--- config.mk ---
export PLATFORM = sky130hd
export DESIGN_NAME = adc_cmd_sequencer
export DESIGN_NICKNAME = d
export VERILOG_FILES = /design/src/rtl/adc_seq_pkg.sv /design/src/rtl/chan_picker.sv /design/src/rtl/cmd_formatter.sv /design/src/rtl/spi_frame_engine.sv /design/src/rtl/adc_cmd_sequencer.sv
export SDC_FILE = /design/constraint.sdc
export NUM_CORES = 1
export LEC_CHECK = 0
export BUFFER_PORTS_ARGS = -buffer_cell sky130_fd_sc_hd__buf_2
export CAP_MARGIN = 0
export CORE_MARGIN = 1
export CORE_UTILIZATION = 29
export DETAILED_ROUTE_END_ITERATION = 10
export PLACE_DENSITY = 0.46
export SLEW_MARGIN = 0
export SYNTH_ARGS = -nofsm -noshare
export SYNTH_HDL_FRONTEND = slang
export SYNTH_SLANG_ARGS = --single-unit
--- constraint.sdc ---
create_clock -name clk -period 6.8 [get_ports clk]
set_input_delay 0.68 -clock clk [delete_from_list [all_inputs] [get_ports clk]]
set_output_delay 0.68 -clock clk [all_outputs]
set_load 0.05 [all_outputs]
--- src/rtl/adc_seq_pkg.sv ---
// Package: shared state encodings for the ADC command sequencer.
// Assumes: nothing; pure type definitions.
package adc_seq_pkg;

    // Sequencer control states.
    typedef enum logic [2:0] {
        SQ_IDLE,
        SQ_CMD_ISSUE,
        SQ_CMD_WAIT,
        SQ_RES_ISSUE,
        SQ_RES_WAIT
    } seq_state_e;

    // Serial frame engine states.
    typedef enum logic [1:0] {
        EN_IDLE,
        EN_SHIFT,
        EN_GAP
    } eng_state_e;

endpackage

--- src/rtl/chan_picker.sv ---
// chan_picker: counts the set bits of a channel mask and finds the lowest set bit.
// Assumes: purely combinational; the index output is 0 when the mask is empty.
module chan_picker #(
    parameter int N_CH  = 8,
    parameter int CH_W  = $clog2(N_CH),
    parameter int CNT_W = $clog2(N_CH + 1)
) (
    input  logic [N_CH-1:0]  mask,
    output logic [CNT_W-1:0] ones,
    output logic [CH_W-1:0]  low_idx,
    output logic             any
);

    // Population count and lowest-index scan in one pass.
    always_comb begin
        ones    = '0;
        low_idx = '0;
        any     = 1'b0;
        for (int i = 0; i < N_CH; i++) begin
            if (mask[i]) begin
                ones = ones + CNT_W'(1);
                if (!any) begin
                    low_idx = CH_W'(i);
                    any     = 1'b1;
                end
            end
        end
    end

endmodule

--- src/rtl/cmd_formatter.sv ---
// cmd_formatter: builds the outgoing command word and selects the effective mask.
// Assumes: the write flag is the top bit, the repeat bit sits below it, and the
// mask sits directly under the repeat bit; all other bits are sent as zero.
module cmd_formatter #(
    parameter int FRAME_BITS = 16,
    parameter int N_CH       = 8
) (
    input  logic [FRAME_BITS-1:0] cmd,
    input  logic [N_CH-1:0]       saved_mask,
    output logic [FRAME_BITS-1:0] tx_word,
    output logic [N_CH-1:0]       eff_mask,
    output logic                  wr_flag
);

    localparam int WR_BIT   = FRAME_BITS - 1;
    localparam int RPT_BIT  = FRAME_BITS - 2;
    localparam int MASK_LSB = FRAME_BITS - 2 - N_CH;

    logic unused_cmd_bits;
    assign unused_cmd_bits = ^{cmd[RPT_BIT], cmd[MASK_LSB-1:0]};

    // Command word: write flag kept, repeat forced low, spare bits zeroed.
    always_comb begin
        tx_word                     = '0;
        tx_word[WR_BIT]             = cmd[WR_BIT];
        tx_word[MASK_LSB +: N_CH]   = cmd[MASK_LSB +: N_CH];
    end

    // Effective mask: new mask on write, otherwise the stored one.
    always_comb begin
        wr_flag  = cmd[WR_BIT];
        eff_mask = wr_flag ? cmd[MASK_LSB +: N_CH] : saved_mask;
    end

endmodule

--- src/rtl/spi_frame_engine.sv ---
// spi_frame_engine: shifts one fixed-length frame out and in under a low sync strobe,
// then holds sync high for a guard interval before reporting ready again.
// Assumes: go is a one-cycle pulse given only while ready is high; clock idles low,
// output data changes after falling edges, input data is captured on rising edges.
module spi_frame_engine #(
    parameter int FRAME_BITS = 16,
    parameter int HALF_DIV   = 2,
    parameter int GAP_SCLK   = 2
) (
    input  logic                  clk,
    input  logic                  rst_n,
    input  logic                  go,
    input  logic [FRAME_BITS-1:0] tx_word,
    output logic                  ready,
    output logic                  frame_done,
    output logic [FRAME_BITS-1:0] rx_word,
    output logic                  sclk,
    output logic                  mosi,
    input  logic                  miso,
    output logic                  sync_n
);
    import adc_seq_pkg::*;

    localparam int DIV_W    = (HALF_DIV > 1) ? $clog2(HALF_DIV) : 1;
    localparam int BIT_W    = $clog2(FRAME_BITS);
    localparam int GAP_CLKS = 2 * GAP_SCLK * HALF_DIV;
    localparam int GAP_W    = $clog2(GAP_CLKS + 1);

    eng_state_e            st;
    logic [DIV_W-1:0]      div_cnt;
    logic [BIT_W-1:0]      bit_cnt;
    logic [GAP_W-1:0]      gap_cnt;
    logic [FRAME_BITS-1:0] tx_sh;
    logic [FRAME_BITS-1:0] rx_sh;
    logic                  half_tick;

    assign half_tick  = (div_cnt == DIV_W'(HALF_DIV - 1));
    assign ready      = (st == EN_IDLE);
    assign rx_word    = rx_sh;
    assign mosi       = sync_n ? 1'b0 : tx_sh[FRAME_BITS-1];

    // Frame state machine, clock divider, shifters and guard interval.
    always_ff @(posedge clk) begin
        if (!rst_n) begin
            st         <= EN_IDLE;
            div_cnt    <= '0;
            bit_cnt    <= '0;
            gap_cnt    <= '0;
            tx_sh      <= '0;
            rx_sh      <= '0;
            sclk       <= 1'b0;
            sync_n     <= 1'b1;
            frame_done <= 1'b0;
        end else begin
            frame_done <= 1'b0;
            case (st)
                EN_IDLE: begin
                    if (go) begin
                        st      <= EN_SHIFT;
                        sync_n  <= 1'b0;
                        tx_sh   <= tx_word;
                        div_cnt <= '0;
                        bit_cnt <= '0;
                        sclk    <= 1'b0;
                    end
                end
                EN_SHIFT: begin
                    if (half_tick) begin
                        div_cnt <= '0;
                        if (!sclk) begin
                            sclk  <= 1'b1;
                            rx_sh <= {rx_sh[FRAME_BITS-2:0], miso};
                        end else begin
                            sclk  <= 1'b0;
                            tx_sh <= {tx_sh[FRAME_BITS-2:0], 1'b0};
                            if (bit_cnt == BIT_W'(FRAME_BITS - 1)) begin
                                st         <= EN_GAP;
                                sync_n     <= 1'b1;
                                frame_done <= 1'b1;
                                gap_cnt    <= '0;
                            end else begin
                                bit_cnt <= bit_cnt + BIT_W'(1);
                            end
                        end
                    end else begin
                        div_cnt <= div_cnt + DIV_W'(1);
                    end
                end
                EN_GAP: begin
                    if (gap_cnt == GAP_W'(GAP_CLKS - 1)) begin
                        st <= EN_IDLE;
                    end else begin
                        gap_cnt <= gap_cnt + GAP_W'(1);
                    end
                end
                default: st <= EN_IDLE;
            endcase
        end
    end

endmodule

--- src/rtl/adc_cmd_sequencer.sv ---
// adc_cmd_sequencer: accepts a command, sends it in one frame, then runs one
// result frame per selected channel in ascending channel order.
// Assumes: the ADC answers each frame with a full word; no repeat mode.
module adc_cmd_sequencer #(
    parameter int FRAME_BITS = 16,
    parameter int N_CH       = 8,
    parameter int HALF_DIV   = 2,
    parameter int GAP_SCLK   = 2
) (
    input  logic                    clk,
    input  logic                    rst_n,
    input  logic                    start,
    input  logic [FRAME_BITS-1:0]   cmd,
    output logic                    spi_sclk,
    output logic                    spi_mosi,
    input  logic                    spi_miso,
    output logic                    spi_sync_n,
    output logic                    res_valid,
    output logic [FRAME_BITS-1:0]   res_data,
    output logic [$clog2(N_CH)-1:0] res_chan,
    output logic                    busy,
    output logic                    done
);
    import adc_seq_pkg::*;

    localparam int CH_W  = $clog2(N_CH);
    localparam int CNT_W = $clog2(N_CH + 1);

    seq_state_e            state;
    logic [N_CH-1:0]       saved_mask;
    logic [N_CH-1:0]       remain_mask;
    logic [CNT_W-1:0]      frames_left;
    logic [FRAME_BITS-1:0] cmd_word_q;
    logic [FRAME_BITS-1:0] frame_tx;
    logic                  go_q;

    logic [FRAME_BITS-1:0] fmt_word;
    logic [N_CH-1:0]       eff_mask;
    logic                  wr_flag;
    logic [CNT_W-1:0]      eff_ones;
    logic [CH_W-1:0]       next_chan;
    logic                  eng_ready;
    logic                  eng_done;
    logic [FRAME_BITS-1:0] eng_rx;

    logic [CH_W-1:0]       unused_low_a;
    logic                  unused_any_a;
    logic [CNT_W-1:0]      unused_ones_b;
    logic                  unused_any_b;

    cmd_formatter #(.FRAME_BITS(FRAME_BITS), .N_CH(N_CH)) u_fmt (
        .cmd        (cmd),
        .saved_mask (saved_mask),
        .tx_word    (fmt_word),
        .eff_mask   (eff_mask),
        .wr_flag    (wr_flag)
    );

    chan_picker #(.N_CH(N_CH), .CH_W(CH_W), .CNT_W(CNT_W)) u_count (
        .mask    (eff_mask),
        .ones    (eff_ones),
        .low_idx (unused_low_a),
        .any     (unused_any_a)
    );

    chan_picker #(.N_CH(N_CH), .CH_W(CH_W), .CNT_W(CNT_W)) u_walk (
        .mask    (remain_mask),
        .ones    (unused_ones_b),
        .low_idx (next_chan),
        .any     (unused_any_b)
    );

    spi_frame_engine #(.FRAME_BITS(FRAME_BITS), .HALF_DIV(HALF_DIV), .GAP_SCLK(GAP_SCLK)) u_eng (
        .clk        (clk),
        .rst_n      (rst_n),
        .go         (go_q),
        .tx_word    (frame_tx),
        .ready      (eng_ready),
        .frame_done (eng_done),
        .rx_word    (eng_rx),
        .sclk       (spi_sclk),
        .mosi       (spi_mosi),
        .miso       (spi_miso),
        .sync_n     (spi_sync_n)
    );

    assign busy = (state != SQ_IDLE);

    // Command acceptance, frame scheduling and result delivery.
    always_ff @(posedge clk) begin
        if (!rst_n) begin
            state       <= SQ_IDLE;
            saved_mask  <= '0;
            remain_mask <= '0;
            frames_left <= '0;
            cmd_word_q  <= '0;
            frame_tx    <= '0;
            go_q        <= 1'b0;
            res_valid   <= 1'b0;
            res_data    <= '0;
            res_chan    <= '0;
            done        <= 1'b0;
        end else begin
            go_q      <= 1'b0;
            res_valid <= 1'b0;
            done      <= 1'b0;
            case (state)
                SQ_IDLE: begin
                    if (start) begin
                        cmd_word_q  <= fmt_word;
                        remain_mask <= eff_mask;
                        frames_left <= eff_ones;
                        if (wr_flag) saved_mask <= eff_mask;
                        state <= SQ_CMD_ISSUE;
                    end
                end
                SQ_CMD_ISSUE: begin
                    if (eng_ready) begin
                        frame_tx <= cmd_word_q;
                        go_q     <= 1'b1;
                        state    <= SQ_CMD_WAIT;
                    end
                end
                SQ_CMD_WAIT: begin
                    if (eng_done) begin
                        if (frames_left == '0) begin
                            done  <= 1'b1;
                            state <= SQ_IDLE;
                        end else begin
                            state <= SQ_RES_ISSUE;
                        end
                    end
                end
                SQ_RES_ISSUE: begin
                    if (eng_ready) begin
                        frame_tx <= '0;
                        go_q     <= 1'b1;
                        state    <= SQ_RES_WAIT;
                    end
                end
                SQ_RES_WAIT: begin
                    if (eng_done) begin
                        res_valid              <= 1'b1;
                        res_data               <= eng_rx;
                        res_chan               <= next_chan;
                        remain_mask[next_chan] <= 1'b0;
                        frames_left            <= frames_left - CNT_W'(1);
                        if (frames_left == CNT_W'(1)) begin
                            done  <= 1'b1;
                            state <= SQ_IDLE;
                        end else begin
                            state <= SQ_RES_ISSUE;
                        end
                    end
                end
                default: state <= SQ_IDLE;
            endcase
        end
    end

endmodule

# Word-level counts from Yosys, hierarchy flattened
# Index checks and enable logic that the tools add are counted.
[totals] reg_bits=116 inputBits=20 out_inout_bits=25 word_cells=172
[op_classes] addsub=11 n_lt_le_gt_ge=2 n_eq_ne=21 n_mux=88 bitwise_logic=3 n_reduce_logical=27
[ops] cell="$mux 16" n=5
[ops] cell="$mux 4" n=17
[ops] cell="$pmux 16 s2" n=2
[ops] cell="$mux 3" n=18
[ops] cell="$add 4x1->4 const B" n=8
[ops] cell="$mux 1" n=25
[ops] cell="$reduce_and 5->1" n=5
[ops] cell="$mux 8" n=3
[ops] cell="$pmux 4 s2" n=3
[ops] cell="$pmux 8 s2" n=1
[ops] cell="$pmux 3 s5" n=1
[ops] cell="$reduce_and 3->1" n=5
[ops] cell="$mux 2" n=7
[ops] cell="$ne 2x1->1 const B" n=6
[ops] cell="$ne 2x2->1 const B" n=6
[ops] cell="$reduce_and 2->1" n=5
[ops] cell="$and 8x8->8" n=1
[ops] cell="$not 8->8" n=1
[ops] cell="$pmux 1 s2" n=4
[ops] cell="$reduce_and 4->1" n=2
[ops] cell="$reduce_bool 2->1" n=4
[ops] cell="$eq 3x2->1 const B" n=2
[ops] cell="$pmux 2 s3" n=1
[ops] cell="$eq 4x1->1 const B" n=1
[ops] cell="19 further kinds" n=19

# Logic depth before layout (Yosys ltp)
# Gate-level depths: netlist of run 1.
[logic_depth] word_depth=23 mapped_depth=24 depth_no_buf=21

# Modules after synthesis
# From an unflattened synthesis of run 1, not the netlist that was laid out.
[hier_totals] cells_unflattened=906 hier_area_um2=7430.9
[modules_own_cells] mod="adc_cmd_sequencer" instances=1 cells_each=361 area_each_um2=3006.6 seq_area_each_um2=1541.5
[modules_own_cells] mod="spi_frame_engine" instances=1 cells_each=244 area_each_um2=2172.1 seq_area_each_um2=920.9
[modules_own_cells] mod="chan_picker" instances=2 cells_each=137 area_each_um2=994.7 seq_area_each_um2=0.0
[modules_own_cells] mod="cmd_formatter" instances=1 cells_each=27 area_each_um2=262.8 seq_area_each_um2=0.0

# Least setup slack after synthesis of run 1
# OpenSTA, ideal clock, no wires.
[synth_path] path_kind="input to register" startpoint="in cmd[15]" endpoint="reg frames_left[2]" setup_time_ns=0.127 arrival_ns=4.712 t_required_ns=6.673 path_slack_ns=1.961 cell_stages=23 path_buffers=3 path_cell_list="buf_6 clkbuf_1 clkbuf_1 mux2i_1 ha_1 and2b_1 mux2_4 or2_4 clkinv_4 ha_1 xnor2_1 o22ai_1 nor2_1 ha_1 nand2_1 o31ai_1 ha_1 nand2_1 xor2_1 xnor2_1 xnor2_1 o21ai_0 a21oi_1"
[synth_between] elab_chain_cells=18
[synth_rtl] element="start, declared" line="adc_cmd_sequencer.sv:13" text="input logic [FRAME_BITS-1:0] cmd,"
[synth_rtl] element="$mux 8 (*)" line="cmd_formatter.sv:32" text="eff_mask = wr_flag ? cmd[MASK_LSB +: N_CH] : saved_mask;"
[synth_rtl] element="$mux 1" line="chan_picker.sv:20" text="if (mask[i]) begin"
[synth_rtl] element="$add 1x1->2" line="chan_picker.sv:21" text="ones = ones + CNT_W'(1);"
[synth_rtl] element="$mux 4" line="chan_picker.sv:20"
[synth_rtl] element="$add 4x1->4" line="chan_picker.sv:21"
[synth_rtl] element="$mux 4" line="chan_picker.sv:20"
[synth_rtl] element="$add 4x1->4" line="chan_picker.sv:21"
[synth_rtl] element="$mux 4" line="chan_picker.sv:20"
[synth_rtl] element="[2 not listed]"
[synth_rtl] element="$add 4x1->4" line="chan_picker.sv:21"
[synth_rtl] element="$mux 4" line="chan_picker.sv:20"
[synth_rtl] element="$add 4x1->4" line="chan_picker.sv:21"
[synth_rtl] element="$mux 4" line="chan_picker.sv:20"
[synth_rtl] element="$add 4x1->4" line="chan_picker.sv:21"
[synth_rtl] element="$mux 4 (*)" line="chan_picker.sv:20"
[synth_rtl] element="$mux 4 (*)" line="adc_cmd_sequencer.sv:109" text="if (start) begin"
[synth_rtl] element="$pmux 4 s2 (*)" line="adc_cmd_sequencer.sv:107" text="case (state)"
[synth_rtl] element="end signal, assigned" line="adc_cmd_sequencer.sv:112" text="frames_left <= eff_ones;"
[synth_rtl] element="end signal, assigned" line="adc_cmd_sequencer.sv:147" text="frames_left <= frames_left - CNT_W'(1);"
[synth_rtl] element="end, declared" line="adc_cmd_sequencer.sv:32" text="logic [CNT_W-1:0] frames_left;"
# Every way passes the cells marked *; elsewhere a longest branch is shown, timed or not. The select of a mux whose other input is x is not followed.
# A chain may end at the register's enable or synchronous reset.

# Worst setup path in the final report of run 1
# Same ends and word-level chain as after synthesis.

==> results.tsv, run 1 <==
metric	value	unit
vias_per_cell	4.89	
synth_top_area_frac	0.399	
synth_xor_xnor_area_share	0.0405	
fmax	0.207	GHz
async_flop_share	0	
cts_num_sinks	103	
die_h	135	um
antenna_found_initial	0	
synth_area_leader_cell	dfxtp_1	
final_cells	861	
status	completed	
postSynthNetCount	649	
tritoncts	yes	
cp-startpoint	cmd[15]	
synthesis.area	5160	sq um
netlist_instances	617	
end_kind	register	
timing.final.ws_setup	1.98	ns
yosys.area_share.simple	0.218	
wl_met1	5790	um
grt_first_pass_wirelength	19900	um
synth_seq_cells	103	
fin_nets	663	
cts_root_buf	clkbuf_16	
cts_resized	0	
finalHoldViolCount	0	
rows	48	
ir_drop	146	uV
grt_pass1_vias	3844	
io_pins	45	
worstPathMaxFanout	29	
worstSkewPairLatency	0.36	ns
cp.arrival	5.05	ns
required	7.02	ns
globalplace.congestion	0.761	
fin_util	0.335	
fin_crit	4.82	ns
muxShareOfSynthArea	0.0671	
p_total	1.86	mW
tightest_slew	1.23	ns
tns	0	ns
ys.flop_type	dfxtp_1	
wl	11900	um
path_class	in -> reg	
start_util	0.297	
min_from	res_data[6]$_SDFFE_PN0P_	
cts_max_level	3	
port_buffers	37	
grt_setup_unrepaired	false	
reg2reg_from	saved_mask[1]$_SDFFE_PN0P_	
met2WireLength	5470	um
relSlewSlack	0.180	
post-cts-setup-buffers	0	
ant_nets	0	
fill_cells	1826	
final_area	5820	sq um
dpl_cell_area	5500	sq um
syn_to_final_growth	12.8	%
drive_gt1_frac	0.118	
die_w	135	um
startpoint_type	input pin	
synthAdderAreaFrac	0.0291	
synth_most_common_cell	nand2_1	
avgSynthCellArea	8.37	sq um
top_layer	met4	
route.met3.wl	436	um
drv_cap	0	
numCtsBuffers	9	
power.density	320	nW/um^2
synth_compound_area_frac	0.209	
grt_usage	0.136	
gr-total-overflow	0	
leakagePower	2.28	nW
hp-class	reg -> reg	
synth_top_family_by_area	simple AND/OR/NAND/NOR gates	
finalMaxSlewViolations	0	
ctsHoldBuffers	0	
pre_cts_ws	1.61	ns
synthTopCellsByCount	131 x nand2_1, 103 x dfxtp_1, 54 x a21boi_0	
die_area	18300	sq um
synth_edf_count	0	
seq_area_frac_synth	0.399	
dp.cells	845	
ys_types	61	
grt_max_degree	90	
diodes	0	
drc	0	
num_vias	4213	
clockBufferDepth	2	
setup_violations	0	
multiInputGateArea	2910	sq um
final.period_utilization	0.709	
dr.pass1.iters	4	
seqCellArea	2060	sq um
yosys_warnings	0	
dp_hpwl	8240	um
core_area	17400	sq um
cts.clk_slew.worst_paths	0.08	ns
hold_slack	0.463	ns
avgRoutedWirePerCell	13.8	um
finClkSkew	0.00933	ns
drt_iter0_markers	263	
synthTopCellsByArea	dfxtp_1 40%, nand2_1 9.5%, a21boi_0 7.9%, mux2i_1 4.5%, o21ai_0 3.1%	
## kinds of logic after synthesis
logic type	after synthesis
and+or+nand+nor	248
muxes	32
AOI/OAI and AO/OA	152
xor gates and xnor gates	23
adders and majority gates	12
buffers and inverters	47
DFF	103
## per-layer routing
layer  up-vias  GRT usage
li1       2170          -
met1      1984      0.182
met2        47      0.216
met3        12     0.0322
met4         0     0.0437
met5         -          0
## placed cells by master, fill, tap and decap left out, types with 6 or more instances in the layout
cell,n
nand2_1,131
dfxtp_1,103
a21boi_0,54
nor2_1,40
buf_2,37
o21ai_0,32
mux2i_1,23
nand3_1,21
a21oi_1,16
xnor2_1,15
ha_1,12
a22o_1,11
and2_1,10
inv_1,9
o211a_1,9
nor2b_1,9
clkbuf_16,9
nor3_1,8
xor2_1,7
mux2_2,7
nand2b_1,6
## where the power goes
| group | total (mW) | internal, mW | switching [mW] | leakage (nW) |
|---|---|---|---|---|
| combinational | 0.556 | 0.218 | 0.338 | 1.28 |
| clock | 0.555 | 0.298 | 0.257 | 0.158 |
| sequential | 0.753 | 0.675 | 0.0776 | 0.836 |
## critical path, stage by stage
cell and delay (ns):
buf_2 0.48, mux2i_1 0.50, ha_1 0.46, and2b_1 0.23
mux2_4 0.27, or2_4 0.28, clkinv_4 0.08, ha_1 0.25
xnor2_1 0.13, o22ai_1 0.20, nor2_1 0.08, ha_1 0.31
nand2_1 0.07, o31ai_1 0.09, ha_1 0.21, nand2_1 0.07
xor2_1 0.17, xnor2_1 0.09, xnor2_1 0.15, o21ai_0 0.15
a21oi_1 0.08
## layout make-up
class / count / share of cell area
multi-input cells: 467 / 0.500
flip-flops and latches: 103 / 0.354
well taps: 225 / 0.0484
clock buffers: 9 / 0.0387
repair buffers: 40 / 0.0357
clock inverters: 7 / 0.0159
inverters: 10 / 0.00731
## sequential cells by signal, summed over array words and instances, names as in the netlist, 8 cells and up
name and count:
frame_tx 9, u_eng.rx_word 16, remain_mask 8, u_eng.tx_sh 10
saved_mask 8, res_data 16, cmd_word_q 9
## worst paths after layout
| check | endpoint | slack [ns] | cells after the start |
|---|---|---|---|
| worst max-delay path | frames_left[2]$_SDFFE_PN0P_ | 1.98 | 21 |
| worst min-delay path | res_data[6]$_SDFFE_PN0P_ | 0.46 | 2 |
| worst max register to register | frames_left[2]$_SDFFE_PN0P_ | 2.62 | 20 |
| worst min register to register | res_data[6]$_SDFFE_PN0P_ | 0.46 | 2 |
(Power assumes the default switching activity.)
==> run 2: changes to the inputs <==
ABC_AREA = 1   (was unset)
PLACE_DENSITY = 0.47   (was 0.46)
clock period = 4.15 ns   (was 6.8 ns; I/O delays follow)
==> run 2 against run 1 <==
  * Clock skew up 0.0016 ns
  * Critical path depth up 7
  * Via count up 5.8%
  * Design area down 2.5%
  * Combinational power up 130%
  * Wire length down 2.4%
  * Power up 89%
  * Sequential share of layout area up 0.91 points
==> results.tsv, run 2 <==
metric	value	unit	change
rows	47		-2.1%
final_common_cell	nor2_1		
ys_types	42		-31%
fin_nets	768		+16%
drv_cap	0		unchanged
status	completed		
ctsHoldBuffers	0		unchanged
pre_cts_ws	0.0572	ns	-1.55 ns
tns	0	ns	unchanged
synth_area_leader_cell	dfxtp_1		
grt_max_degree	46		-49%
diodes	0		unchanged
yosys_warnings	0		unchanged
numCtsBuffers	9		unchanged
ys.flop_type	dfxtp_1		
p_total	3.53	mW	+89%
power.density	622	nW/um^2	+94%
cp_common_cell	nand2_1		
vias_per_cell	4.64		-5.2%
startpoint_type	input pin		
fill_cells	1788		-2.1%
finalHoldViolCount	0		unchanged
clockBufferDepth	2		unchanged
netlist_instances	705		+14%
final.period_utilization	0.899		
core_area	16600	sq um	-4.1%
grt_busiest_layer	met2		
fin_crit	3.73	ns	
finalMaxSlewViolations	0		unchanged
async_flop_share	0		unchanged
cp-startpoint	cmd[15]		
dr.pass1.iters	4		unchanged
dp_hpwl	8300	um	+0.72%
cts_max_level	3		unchanged
path_class	in -> reg		
use_met3	0.0253		-0.00689
post-cts-setup-buffers	0		unchanged
relSlewSlack	0.346		+0.166
tritoncts	yes		
seq_area_frac_synth	0.416		+0.0162
avgRoutedWirePerCell	12.0	um	-13%
cts_root_buf	clkbuf_16		
final_cell_mix	126 x nor2_1, 124 x nand2_1, 103 x dfxtp_1		
cp.arrival	3.95	ns	-1.10 ns
fmax	0.268	GHz	
use_met1	0.180		-0.00164
synthTopCellsByArea	dfxtp_1 42%, nor2_1 9.5%, nand2_1 9.4%, o21ai_0 8.7%, nand3_1 5.8%		
synth_seq_cells	103		unchanged
end_kind	register		
io_pins	45		unchanged
synth_most_common_cell	nor2_1		
cts_resized	0		unchanged
setup_violations	0		unchanged
cp.buffers_inverters	6		+4
cp_slowest_cell	ha_1		
cts.clk_slew.worst_paths	0.07	ns	about the same
synth_edf_count	0		unchanged
postSynthNetCount	737		+14%
ir_drop	203	uV	+39%
cts_num_sinks	103		unchanged
ant_nets	0		unchanged
synthesis.area	4960	sq um	-3.9%
drc	0		unchanged
leakagePower	2.56	nW	+12%
critPathTopFamily	simple AND/OR/NAND/NOR gates		
synthTopCellsByCount	126 x nor2_1, 124 x nand2_1, 103 x dfxtp_1		
rrSetupSlack	0.47	ns	-2.15 ns
globalplace.congestion	0.841		+11%
slowest_delay	0.29	ns	-0.21 ns
drt_iter0_markers	218		-17%
die_area	17600	sq um	-3.8%
avgSynthCellArea	7.04	sq um	-16%
drive_gt1_frac	0.123		+0.00488
num_vias	4458		+5.8%
worstSkewPairLatency	0.35	ns	about the same
min_from	cmd[11]		
met2_usage	0.232		+0.0162
gr-total-overflow	0		unchanged
hold_slack	0.325	ns	-0.138 ns
start_util	0.298		+0.000664
crit_cells	28		+33%
port_buffers	37		unchanged
rr_endpoint	frames_left[1]$_SDFFE_PN0P_		
grt_setup_unrepaired	false		
grt_pass1_vias	4225		+9.9%
die_w	133	um	-1.9%
syn_to_final_growth	14.4	%	
antenna_found_initial	0		unchanged
reg2reg_from	saved_mask[1]$_SDFFE_PN0P_		
grt_usage	0.139		+0.00251
hp-class	in -> reg		
timing.final.ws_setup	0.418	ns	-1.56 ns
finClkSkew	0.0109	ns	+0.00160 ns
synth_top_area_frac	0.416		+0.0162
wl	11600	um	-2.4%
grt_first_pass_wirelength	20000	um	+0.42%
rr_worst_depth	26		+30%
endpoint	frames_left[1]$_SDFFE_PN0P_		
worstPathMaxFanout	4		-86%
tightest_slew	0.977	ns	-0.248 ns
required	4.37	ns	-2.65 ns
die_h	133	um	-1.9%
[run 2: cells by family after synthesis]
| family | count (synthesis) | synth area share |
|---|---|---|
| DFF | 103 | 0.416 |
| and+or+nand+nor | 345 | 0.308 |
| buffers and inverters | 95 | 0.0799 |
| adders and majority gates | 12 | 0.0303 |
| AOI/OAI and AO/OA | 148 | 0.163 |
| xor gates and xnor gates | 2 | 0.00353 |
[run 2: where the power goes]
group	switching, mW	leakage, nW	internal (mW)
combinational	0.863	1.56	0.402
sequential	0.144	0.839	1.20
clock	0.372	0.157	0.549
[run 2: per-stage QoR]
step / utilization / cells / instance area (sq um)
finish: 0.341 / 961 / 5680
global route: 0.341 / 961 / 5680
CTS: 0.341 / 961 / 5680
detailed placement: 0.322 / 945 / 5350
global placement: 0.322 / 945 / 5350
floorplan: - / 705 / 4960
[run 2: area by class of cell]
cell class | instances | area [sq um] | share of cell area
multi-input cells | 507 | 2500 | 0.441
flip-flops and latches | 103 | 2060 | 0.363
well taps | 220 | 275 | 0.0485
inverters | 70 | 268 | 0.0472
clock buffers | 12 | 246 | 0.0434
repair buffers | 45 | 245 | 0.0432
clock inverters | 4 | 77.6 | 0.0137
[run 2: worst min-delay path by stage]
stage                                   end  cells past startpoint
2_1_floorplan   u_eng.tx_sh[6]$_SDFFE_PN0P_                      2
3_3_place_gp   u_eng.tx_sh[14]$_SDFFE_PN0P_                      2
3_5_place_dp    u_eng.tx_sh[6]$_SDFFE_PN0P_                      2
4_1_cts         cmd_word_q[11]$_SDFFE_PN0P_                      3
5_1_grt         cmd_word_q[11]$_SDFFE_PN0P_                      3
6_report        cmd_word_q[11]$_SDFFE_PN0P_                      3
[run 2: metal layers]
metal	up-vias	routed length, um
met3	6	240
met4	0	107
met2	47	5510
met5	-	0
li1	2369	-
met1	2036	5720
[run 2: tightest hold or removal path: cells and delay by family]
family                 cells  cell delay, ns
buffers and inverters      1            0.09
AND/OR/NAND/NOR            2            0.13
